<file path="config.mk">
export PLATFORM = sky130hd
export DESIGN_NAME = fnd_seq
export DESIGN_NICKNAME = d
export VERILOG_FILES = /design/src/rtl/fnd_pkg.sv /design/src/rtl/fnd_accum.sv /design/src/rtl/fnd_mash.sv /design/src/rtl/fnd_count.sv /design/src/rtl/fnd_seq.sv
export SDC_FILE = /design/constraint.sdc
export NUM_CORES = 1
export LEC_CHECK = 0
export BUFFER_PORTS_ARGS = -buffer_cell sky130_fd_sc_hd__buf_2
export CAP_MARGIN = 40
export CORE_MARGIN = 1.5
export CORE_UTILIZATION = 53
export DETAILED_ROUTE_END_ITERATION = 16
export PLACE_DENSITY = 0.71
export SYNTH_ARGS = -nofsm -noshare
export SYNTH_HDL_FRONTEND = slang
export SYNTH_SLANG_ARGS = --single-unit
</file>
<file path="constraint.sdc">
create_clock -name clk -period 46.1 [get_ports clk]
set_input_delay 4.61 -clock clk [delete_from_list [all_inputs] [get_ports clk]]
set_output_delay 4.61 -clock clk [all_outputs]
set_load 0.05 [all_outputs]
</file>
<file path="src/rtl/fnd_pkg.sv">
package fnd_pkg;

    localparam int unsigned INT_W_DEF = 9;
    localparam int unsigned MOD_W_DEF = 12;
    localparam int unsigned CNT_W_DEF = 10;
    localparam int unsigned STAGES    = 3;
    localparam int unsigned DITHER_W  = 4;

    typedef logic signed [DITHER_W-1:0] dither_t;

    // Noise-cancelling recombination of three cascaded carries.
    function automatic dither_t shape(input logic [STAGES-1:0] c,
                                      input logic c2_z1,
                                      input logic c3_z1,
                                      input logic c3_z2);
        dither_t t;
        t = $signed(DITHER_W'(c[0]))
          + $signed(DITHER_W'(c[1])) - $signed(DITHER_W'(c2_z1))
          + $signed(DITHER_W'(c[2])) - $signed(DITHER_W'({c3_z1, 1'b0}))
          + $signed(DITHER_W'(c3_z2));
        return t;
    endfunction

endpackage

</file>
<file path="src/rtl/fnd_accum.sv">
module fnd_accum #(
    parameter int unsigned W = 12
) (
    input  logic [W-1:0] res_i,
    input  logic [W-1:0] add_i,
    input  logic [W-1:0] mod_i,
    output logic [W-1:0] res_o,
    output logic         carry_o
);
    logic [W:0] sum;
    logic [W:0] wrapped;

    always_comb begin
        sum     = {1'b0, res_i} + {1'b0, add_i};
        wrapped = sum - {1'b0, mod_i};
        carry_o = (sum >= {1'b0, mod_i});
        res_o   = carry_o ? wrapped[W-1:0] : sum[W-1:0];
    end
endmodule

</file>
<file path="src/rtl/fnd_mash.sv">
module fnd_mash
    import fnd_pkg::*;
#(
    parameter int unsigned W = MOD_W_DEF
) (
    input  logic                clk,
    input  logic                rst,
    input  logic                step_i,
    input  logic                flush_i,
    input  logic [W-1:0]        frac_i,
    input  logic [W-1:0]        mod_i,
    output dither_t             dither_o,
    output logic [STAGES*W-1:0] res_o
);
    typedef struct packed {
        logic [STAGES-1:0][W-1:0] res;
        logic                     c2_z1;
        logic                     c3_z1;
        logic                     c3_z2;
    } mash_t;

    mash_t st_q, st_d, base;
    logic [W-1:0]        feed [STAGES+1];
    logic [W-1:0]        nres [STAGES];
    logic [STAGES-1:0]   carry;
    logic                frac_zero;

    assign frac_zero = (frac_i == '0);
    assign feed[0]   = frac_i;

    always_comb begin
        base = flush_i ? '0 : st_q;
    end

    for (genvar k = 0; k < STAGES; k++) begin : g_stage
        fnd_accum #(.W(W)) u_acc (
            .res_i   (base.res[k]),
            .add_i   (feed[k]),
            .mod_i   (mod_i),
            .res_o   (nres[k]),
            .carry_o (carry[k])
        );
        assign feed[k+1] = nres[k];
    end

    always_comb begin
        st_d = st_q;
        if (step_i) begin
            if (frac_zero) begin
                st_d = '0;
            end else begin
                for (int k = 0; k < STAGES; k++) begin
                    st_d.res[k] = nres[k];
                end
                st_d.c2_z1 = carry[1];
                st_d.c3_z2 = base.c3_z1;
                st_d.c3_z1 = carry[2];
            end
        end
    end

    always_ff @(posedge clk) begin
        if (rst) st_q <= '0;
        else     st_q <= st_d;
    end

    assign dither_o = frac_zero ? dither_t'(0)
                                : shape(carry, base.c2_z1, base.c3_z1, base.c3_z2);
    assign res_o    = st_q.res;
endmodule

</file>
<file path="src/rtl/fnd_count.sv">
module fnd_count #(
    parameter int unsigned CW = 10
) (
    input  logic          clk,
    input  logic          rst,
    input  logic [CW-1:0] load_val_i,
    output logic          tc_o,
    output logic          pulse_o
);
    typedef struct packed {
        logic [CW-1:0] cnt;
        logic          pulse;
    } cnt_t;

    cnt_t st_q, st_d;

    assign tc_o = (st_q.cnt == '0);

    always_comb begin
        st_d = st_q;
        if (tc_o) begin
            st_d.cnt   = load_val_i - CW'(1);
            st_d.pulse = 1'b1;
        end else begin
            st_d.cnt   = st_q.cnt - CW'(1);
            st_d.pulse = 1'b0;
        end
    end

    always_ff @(posedge clk) begin
        if (rst) st_q <= '0;
        else     st_q <= st_d;
    end

    assign pulse_o = st_q.pulse;
endmodule

</file>
<file path="src/rtl/fnd_seq.sv">
module fnd_seq
    import fnd_pkg::*;
#(
    parameter int unsigned INT_W = INT_W_DEF,
    parameter int unsigned MOD_W = MOD_W_DEF,
    parameter int unsigned CNT_W = CNT_W_DEF
) (
    input  logic             clk,
    input  logic             rst,
    input  logic [INT_W-1:0] int_i,
    input  logic [MOD_W-1:0] frac_i,
    input  logic [MOD_W-1:0] mod_i,
    output logic             fb_pulse_o,
    output logic [CNT_W-1:0] n_now_o
);
    localparam int unsigned WIDE_W = CNT_W + 1;

    typedef struct packed {
        logic [MOD_W-1:0] mod;
        logic [CNT_W-1:0] n;
    } top_t;

    top_t                     st_q, st_d;
    logic                     tc;
    logic                     flush;
    dither_t                  dither;
    logic [STAGES*MOD_W-1:0]  res_flat;
    logic signed [WIDE_W-1:0] n_wide;
    logic [CNT_W-1:0]         n_load;

    assign flush = (mod_i != st_q.mod);

    fnd_mash #(.W(MOD_W)) u_mash (
        .clk      (clk),
        .rst      (rst),
        .step_i   (tc),
        .flush_i  (flush),
        .frac_i   (frac_i),
        .mod_i    (mod_i),
        .dither_o (dither),
        .res_o    (res_flat)
    );

    always_comb begin
        n_wide = $signed({{(WIDE_W-INT_W){1'b0}}, int_i})
               + $signed({{(WIDE_W-DITHER_W){dither[DITHER_W-1]}}, dither});
        n_load = n_wide[CNT_W-1:0];
    end

    fnd_count #(.CW(CNT_W)) u_cnt (
        .clk        (clk),
        .rst        (rst),
        .load_val_i (n_load),
        .tc_o       (tc),
        .pulse_o    (fb_pulse_o)
    );

    always_comb begin
        st_d = st_q;
        if (tc) begin
            st_d.n   = n_load;
            st_d.mod = mod_i;
        end
    end

    always_ff @(posedge clk) begin
        if (rst) st_q <= '0;
        else     st_q <= st_d;
    end

    assign n_now_o = st_q.n;
endmodule

</file>
==> results of run 1 <==
critical path: cells and delay by family:
kind                       cells  cell delay [ns]
AOI/OAI and AO/OA             22             4.85
xor gates and xnor gates       7             1.29
buffers and inverters          6             1.02
adders and majority gates     11             3.40
muxes                          2             0.80
and+or+nand+nor               19             4.11
Yosys cell counts (10+ instances only):
master    number  area share
nand2_1       79       0.043
o21ai_0       35       0.026
a21oi_1       76       0.056
nor2b_1       23       0.021
xor2_1        23       0.030
a21o_1        11       0.012
xnor2_1       51       0.065
inv_1         40       0.022
a22o_1        25       0.032
nor2_1        63       0.035
ha_1          82        0.15
clkbuf_1      19       0.010
dfxtp_1       72        0.21
nor3_1        25       0.018
and2_1        38       0.035
nand3_1       11      0.0081
buf_4         10       0.011
o21a_1        14       0.015
mux2_2        22       0.036
layout make-up:
cell class              count  share of cell area
repair buffers             52              0.0400
flip-flops and latches     72               0.191
inverters                  40              0.0199
clock buffers               9              0.0299
clock inverters             7              0.0148
multi-input cells         695               0.675
well taps                 172              0.0286
worst max path at each step:
stage	slack, ns	to	from
6_report	26.16	u_cnt.st_q[9]	mod_i[1]
5_1_grt	25.06	u_cnt.st_q[9]	mod_i[1]
4_1_cts	26.24	u_cnt.st_q[9]	mod_i[1]
3_5_place_dp	25.94	u_cnt.st_q[9]	mod_i[1]
3_3_place_gp	26.20	u_cnt.st_q[9]	mod_i[1]
2_1_floorplan	26.93	u_cnt.st_q[9]	mod_i[2]
per-layer routing:
| layer | track usage | up-vias | part of all wire |
|---|---|---|---|
| li1 | - | 3047 | - |
| met1 | 0.331 | 2931 | 0.44 |
| met2 | 0.469 | 171 | 0.47 |
| met3 | 0.0592 | 49 | 0.057 |
| met4 | 0.137 | 0 | 0.037 |
| met5 | 0 | - | 0 |
metrics by stage:
stage | std cells | total power [mW] | hold WS (ns)
floorplan | 842 | 0.242 | 0.417
global placement | 1028 | 0.276 | 0.427
CTS | 1047 | 0.369 | 0.450
detailed placement | 1031 | 0.285 | 0.436
global route | 1047 | 0.395 | 0.466
finish | 1047 | 0.370 | 0.450
flip-flops by register name, indices dropped and copies added (netlist names):
signal,count
u_mash.res_o,36
st_q,12
n_now_o,10
u_cnt.st_q,10
u_mash.st_q,3
u_cnt.pulse_o,1
cell families after synthesis:
logic type,count (synthesis)
AND/OR/NAND/NOR,285
flip-flops,72
multiplexers,30
adder cells (fa/ha/maj),91
AO/OA/AOI/OAI,215
XOR/XNOR,74
buffers and inverters,75
cell usage in the layout (no fill, tap or decap), types with 22 or more instances in the layout:
cell type	instances
a22o_1	25
inv_1	40
nor2_1	62
nor2b_1	23
a21oi_1	76
and2_1	38
nor3_1	23
o21ai_0	35
xnor2_1	51
ha_1	82
dfxtp_1	72
mux2_2	22
xor2_1	23
buf_2	45
nand2_1	79
power by group:
| group | switching (mW) | total, mW | internal (mW) |
|---|---|---|---|
| Clock | 0.0326 | 0.0815 | 0.0489 |
| Sequential | 0.0105 | 0.0919 | 0.0813 |
| Combinational | 0.116 | 0.197 | 0.0807 |
| Total | 0.159 | 0.370 | 0.211 |
==> flow_summary.ini, run 1 <==
[synthesis]
ys_seq_elements = 72
synth_compound_area_frac = 0.209
synth_top_family_by_area = simple AND/OR/NAND/NOR gates
synth_ff_type = dfxtp_1
ys_types = 61
synthSimpleGateAreaFrac = 0.213
syn-num-nets = 968
avgSynthCellArea_um2 = 8.11
async_flop_share = 0
synth_xor_xnor_area_share = 0.0949
ys_warn_count = 0
synth_area_um2 = 6830
synthAdderAreaFrac = 0.177
synthMuxAreaShare = 0.0480
synth_cells = 842
seq_area_frac_synth = 0.211
synth-edff-count = 0

[global_routing]
grt_pass1_vias = 6158
antenna_found_initial = 0
grt-ovfl-total = 0
grt_pass1_wl_mm = 29.1
grt_max_degree = 42
grt_use_total = 0.276

[floorplan]
core_area_um2 = 12600
die_area_um2 = 13600
fp.dieH_um = 116
io_pins = 46
die_w_um = 116
placementRows = 41
start_util = 0.543

[cts]
postCtsSetupRepairBufs = 0
cts_buffers = 9
clock-sinks = 72
clk_latency_ns = 0.35
clk_path_buf_depth = 2
cts_resized = 0
hold_buffers = 0
cts_tree = built
cts_root_buffer = clkbuf_16
clkTransAtPathRegs_ns = 0.06
ctsHtreeMaxLevel = 3

[placement]
portBuffers = 45
dp_hpwl_mm = 13.7
gp_congestion = 0.948
dpl_cell_area_um2 = 7200
post-place-ws_ns = 25.94

[critical_path]
crit_arrival_ns = 20.15
required_ns = 46.31
endpoint_kind = register
crit_slowest_cell = nand4b_1
cp_max_fo = 40
r2r_start = st_q[21]
crit_top_cell = ha_1
r2r_end = u_cnt.st_q[9]
reg2reg_depth = 66
startpoint_type = primary input
path_class = primary input to register
rrSetupSlack_ns = 30.27
slowest_delay_ns = 0.65

[routing]
wl_per_cell_um = 17.1
drt_iter0_markers = 480
drt-total-wl_mm = 17.9
first_pass_iters = 5
ant_nets = 0
vias = 6198
viasPerCell = 5.92
drc_errors = 0

[power]
p_leak_nw = 3.30
max-vdd-ir-drop_v = 0.0000372
p_per_area_nw_per_um2 = 49.1

[layout]
fin_area_um2 = 7530
regArea_um2 = 1440
multi_input_area_um2 = 5090
antennaDiodeCount = 0
n_fill_cell = 1140
syn2layout_area_growth_pct = 10.4
drive_above_1_share = 0.128
nNetsFinal = 996
final_util = 0.599

[timing]
hold_viol = 0
tightest_slew_ns = 0.759
finClkSkew_ns = 0.0105
fin_crit_sh = 0.433
fin_tns_setup_ns = 0
worst_slack_ns = 26.16
fmax_mhz = 50.1
setup_viol = 0
min_period_ns = 19.94
rsz0062_at_grt = no
relSlewSlack = 0.494
slew_viol_final = 0

[min_path]
hold_depth = 2
hp-start = u_mash.res_o[27]
hold_path_end = u_mash.res_o[27]
hp-class = register to register

[job]
max-cap-violations = 0

[outcome]
run_status = finished, final reports clean
No activity file was read; power rests on OpenSTA's default activity.
==> run 2: changes to the inputs <==
ABC_AREA = 1   (was default)
clock period = 19.1 ns   (was 46.1 ns; I/O delays follow)
==> flow_summary.ini, run 2 <==
[outcome]
run_status = finished, final reports clean

[floorplan]
die_w_um = 121
core_area_um2 = 13400
fp.dieH_um = 121
start_util = 0.552
die_area_um2 = 14700
io_pins = 46
placementRows = 42

[global_routing]
grt_pass1_vias = 6586
grt_busiest_layer = met2
grt_use_total = 0.275
grtUsageMet3 = 0.0390
grt-ovfl-total = 0
grt_pass1_wl_mm = 31.4
globalRouteMet2Util = 0.430
grt_max_degree = 60
met1_usage = 0.373
antenna_found_initial = 0

[synthesis]
syn-num-nets = 1233
ys_warn_count = 0
synth_cells = 1107
netlist_top_cells_area = dfxtp_1 20%, ha_1 14%, nand2_1 13%
synth_top_area_share = 0.195
avgSynthCellArea_um2 = 6.68
async_flop_share = 0
synth.most_common_cell = nand2_1
synth_area_leader_cell = dfxtp_1
synth_area_um2 = 7390
seq_area_frac_synth = 0.195
synth_ff_type = dfxtp_1
synth-edff-count = 0
synth_common_cells = 251 x nand2_1, 147 x inv_1, 114 x a21oi_1
ys_types = 50
ys_seq_elements = 72

[timing]
min_period_ns = 15.38
slew_viol_final = 0
relSlewSlack = 0.558
worst_slack_ns = 3.72
rsz0062_at_grt = no
tightest_slew_ns = 0.664
finClkSkew_ns = 0.00643
setup_viol = 0
hold_viol = 0
fin_tns_setup_ns = 0
fin_crit_sh = 0.805
fmax_mhz = 65.0

[placement]
portBuffers = 45
dp_hpwl_mm = 14.5
gp_congestion = 0.959
post-place-ws_ns = 3.58

[cts]
ctsHtreeMaxLevel = 3
postCtsSetupRepairBufs = 0
clk_path_buf_depth = 2
clk_latency_ns = 0.35
cts_buffers = 9
cts_resized = 0
clkTransAtPathRegs_ns = 0.06
hold_buffers = 0
cts_root_buffer = clkbuf_16
cts_tree = built
clock-sinks = 72

[critical_path]
slowest_delay_ns = 0.43
crit_slowest_cell = fa_1
crit_arrival_ns = 15.67
startpoint_type = primary input
cp_max_fo = 35
path_class = primary input to register
rrSetupSlack_ns = 5.26
crit_top_cell = nand2_1
endpoint_kind = register
required_ns = 19.39

[routing]
drt-total-wl_mm = 19.4
drc_errors = 0
first_pass_iters = 5
drt_iter0_markers = 528
wl_per_cell_um = 14.8
viasPerCell = 5.40
ant_nets = 0
vias = 7059

[power]
p_leak_nw = 3.82
max-vdd-ir-drop_v = 0.0000572
p_per_area_nw_per_um2 = 112

[job]
max-cap-violations = 0

[layout]
nNetsFinal = 1253
n_fill_cell = 1276
largest_reg_flops = 36
antennaDiodeCount = 0
most-common-layout-cells = 251 x nand2_1, 147 x inv_1, 114 x a21oi_1
multi_input_area_um2 = 5140
final_common_cell = nand2_1
drive_above_1_share = 0.117
regArea_um2 = 1440
syn2layout_area_growth_pct = 7.35

[min_path]
hp-class = register to register
## run 2: cell types whose count changed after synthesis, sizes merged, moves of 25 or more
cell,previous run,this run
nor2,63,97
a22o,26,0
nand3,11,84
xnor2,51,26
a21oi,77,118
inv,40,152
nand2,79,266
and2,38,1
## run 2: worst max-delay path, delay by kind of cell
family                     cells  cell delay, ns
xor gates and xnor gates       3            0.56
adders and majority gates     13            3.90
and+or+nand+nor               41            4.54
AOI/OAI and AO/OA             14            2.79
buffers and inverters         16            1.98
## run 2: routing by layer
layer	up-vias	part of all wire
li1	3643	-
met3	40	0.054
met1	3192	0.48
met5	-	0
met2	184	0.43
met4	0	0.033
## run 2: metrics by stage
stage	power (mW)	hold slack, ns	cells	cell area [um^2]	utilization
after floorplan	0.622	0.441	1107	7390	-
after global placement	0.708	0.451	1292	7640	0.570
after detailed placement	0.711	0.454	1292	7640	0.570
after CTS	0.888	0.464	1308	7930	0.592
after global routing	0.966	0.479	1308	7930	0.592
final	0.890	0.462	1308	7930	0.592
## run 2: cell families (layout without fill, tap and decap cells)
group                    count (synthesis)  after routing  share of synthesized area
flip-flops                              72             72                      0.195
buffers and inverters                  192            217                      0.109
AO/OA/AOI/OAI                          204            204                      0.162
AND/OR/NAND/NOR                        480            480                      0.290
XOR/XNOR                                68             68                     0.0806
adder cells (fa/ha/maj)                 91             91                      0.163
## run 2: area by class of cell
class / instances / share of cell area
well taps: 176 / 0.0278
clock inverters: 6 / 0.00852
flip-flops and latches: 72 / 0.182
clock buffers: 10 / 0.0289
repair buffers: 49 / 0.0322
inverters: 152 / 0.0725
multi-input cells: 843 / 0.648
## run 2: power breakdown
group          switching, mW  internal (mW)  leakage [nW]  total (mW)
logic                  0.322          0.169          3.09       0.492
clock network         0.0726          0.102         0.139       0.175
registers             0.0242          0.199         0.587       0.224
total                  0.419          0.471          3.82       0.890
## run 2: worst paths after layout
path         cells past startpoint        from        endpoint
min reg2reg                      2  n_now_o[2]      n_now_o[2]
max                             87    mod_i[8]  u_cnt.st_q[10]
min                              2  n_now_o[2]      n_now_o[2]
max reg2reg                     85    st_q[18]  u_cnt.st_q[10]
==> run 3: changes to the inputs <==
clock period = 16 ns   (was 19.1 ns; I/O delays follow)
==> flow_summary.ini, run 3 (synthesis gave the netlist of run 2 again) <==
[routing]
drt-total-wl_mm = 19.5
drt_iter0_markers = 464
drc_errors = 0
wl_per_cell_um = 14.9
first_pass_iters = 5
vias = 7044
ant_nets = 0
viasPerCell = 5.39

[layout]
stdcell_count = 1308
fin_area_um2 = 7940
final_util = 0.593
drive_above_1_share = 0.119
most-common-layout-cells = 251 x nand2_1, 146 x inv_1, 114 x a21oi_1
final_common_cell = nand2_1
nNetsFinal = 1253
largest_reg_flops = 36
antennaDiodeCount = 0
syn2layout_area_growth_pct = 7.47

[cts]
clock-sinks = 72
ctsHtreeMaxLevel = 3
cts_tree = built
cts_root_buffer = clkbuf_16
clk_latency_ns = 0.35
clk_path_buf_depth = 2
clkTransAtPathRegs_ns = 0.06
hold_buffers = 0
cts_buffers = 9

[timing]
tightest_slew_ns = 0.675
hold_viol = 0
slew_viol_final = 0
fin_tns_setup_ns = 0
worst_slack_ns = 1.21
rsz0062_at_grt = no
finClkSkew_ns = 0.0101
fmax_mhz = 67.6
whs_ns = 0.461
setup_viol = 0
relSlewSlack = 0.550
min_period_ns = 14.79
fin_crit_sh = 0.924

[placement]
dp_hpwl_mm = 14.3
gp_congestion = 0.933
dpl_cell_area_um2 = 7640
portBuffers = 45
post-place-ws_ns = 0.788
dp.cells = 1292

[min_path]
hp-start = n_now_o[8]
hp-class = register to register
hold_depth = 2
hold_path_end = n_now_o[8]

[critical_path]
crit_arrival_ns = 15.07
cp_max_fo = 21
slowest_delay_ns = 0.43
r2r_start = st_q[12]
crit_slowest_cell = fa_1
worst-path-buf-inv = 15
worst_path_dominant_cell_family = simple AND/OR/NAND/NOR gates
reg2reg_depth = 82
crit_top_cell = nand2_1
required_ns = 16.29
startpoint_type = primary input
path_class = primary input to register
rrSetupSlack_ns = 2.48
r2r_end = u_cnt.st_q[10]
endpoint_kind = register

[global_routing]
grt_pass1_vias = 6581
antenna_found_initial = 0
grt_pass1_wl_mm = 31.9
grt_use_total = 0.277
grt-ovfl-total = 0
grt_max_degree = 60

[power]
p_leak_nw = 3.83
p_per_area_nw_per_um2 = 134
max-vdd-ir-drop_v = 0.0000628
total_power_mw = 1.06

[floorplan]
start_util = 0.552
core_area_um2 = 13400
fp.dieH_um = 121
io_pins = 46
die_area_um2 = 14700
die_w_um = 121
placementRows = 42

[job]
max-cap-violations = 0

[outcome]
run_status = finished, final reports clean
-- run 3: repair_timing --
item | CTS | global route
buffers inserted | 0 | 0
endpoints found under the setup margin | 0 | 5
resized for setup | 0 | 3
-- run 3: layout make-up --
type                            instances  area, um^2
Clock inverter                          7        78.8
Timing Repair Buffer                   49         255
Multi-Input combinational cell        843        5140
Inverter                              152         577
Tap cell                              176         220
Sequential cell                        72        1440
Fill cell                            1334        5460
Clock buffer                            9         225
-- run 3: worst max path at each step --
stage,from,to,slack (ns),cells after the start
2_1_floorplan,mod_i[8],u_cnt.st_q[10],2.82,87
4_1_cts,mod_i[8],u_cnt.st_q[10],1.09,86
3_3_place_gp,mod_i[8],u_cnt.st_q[10],1.12,85
6_report,mod_i[8],u_cnt.st_q[10],1.21,85
3_5_place_dp,mod_i[8],u_cnt.st_q[10],0.79,86
5_1_grt,mod_i[8],u_cnt.st_q[10],0.02,85
-- run 3: routing by layer --
metal / GRT usage / up-vias / wire (um)
li1: - / 3631 / -
met1: 0.367 / 3217 / 9290
met2: 0.461 / 173 / 8840
met3: 0.0531 / 23 / 999
met4: 0.0750 / 0 / 376
met5: 0 / - / 0
-- run 3: power breakdown --
part | internal, mW | total [mW] | switching (mW) | leakage (nW)
Sequential | 0.238 | 0.267 | 0.0287 | 0.587
Clock | 0.122 | 0.212 | 0.0890 | 0.150
Combinational | 0.202 | 0.586 | 0.383 | 3.09
-- run 3: tightest hold or removal path, cell delays in order (launching register included) --
cell and delay [ns]:
dfxtp_1 0.31, nand2_1 0.06, a21oi_1 0.05
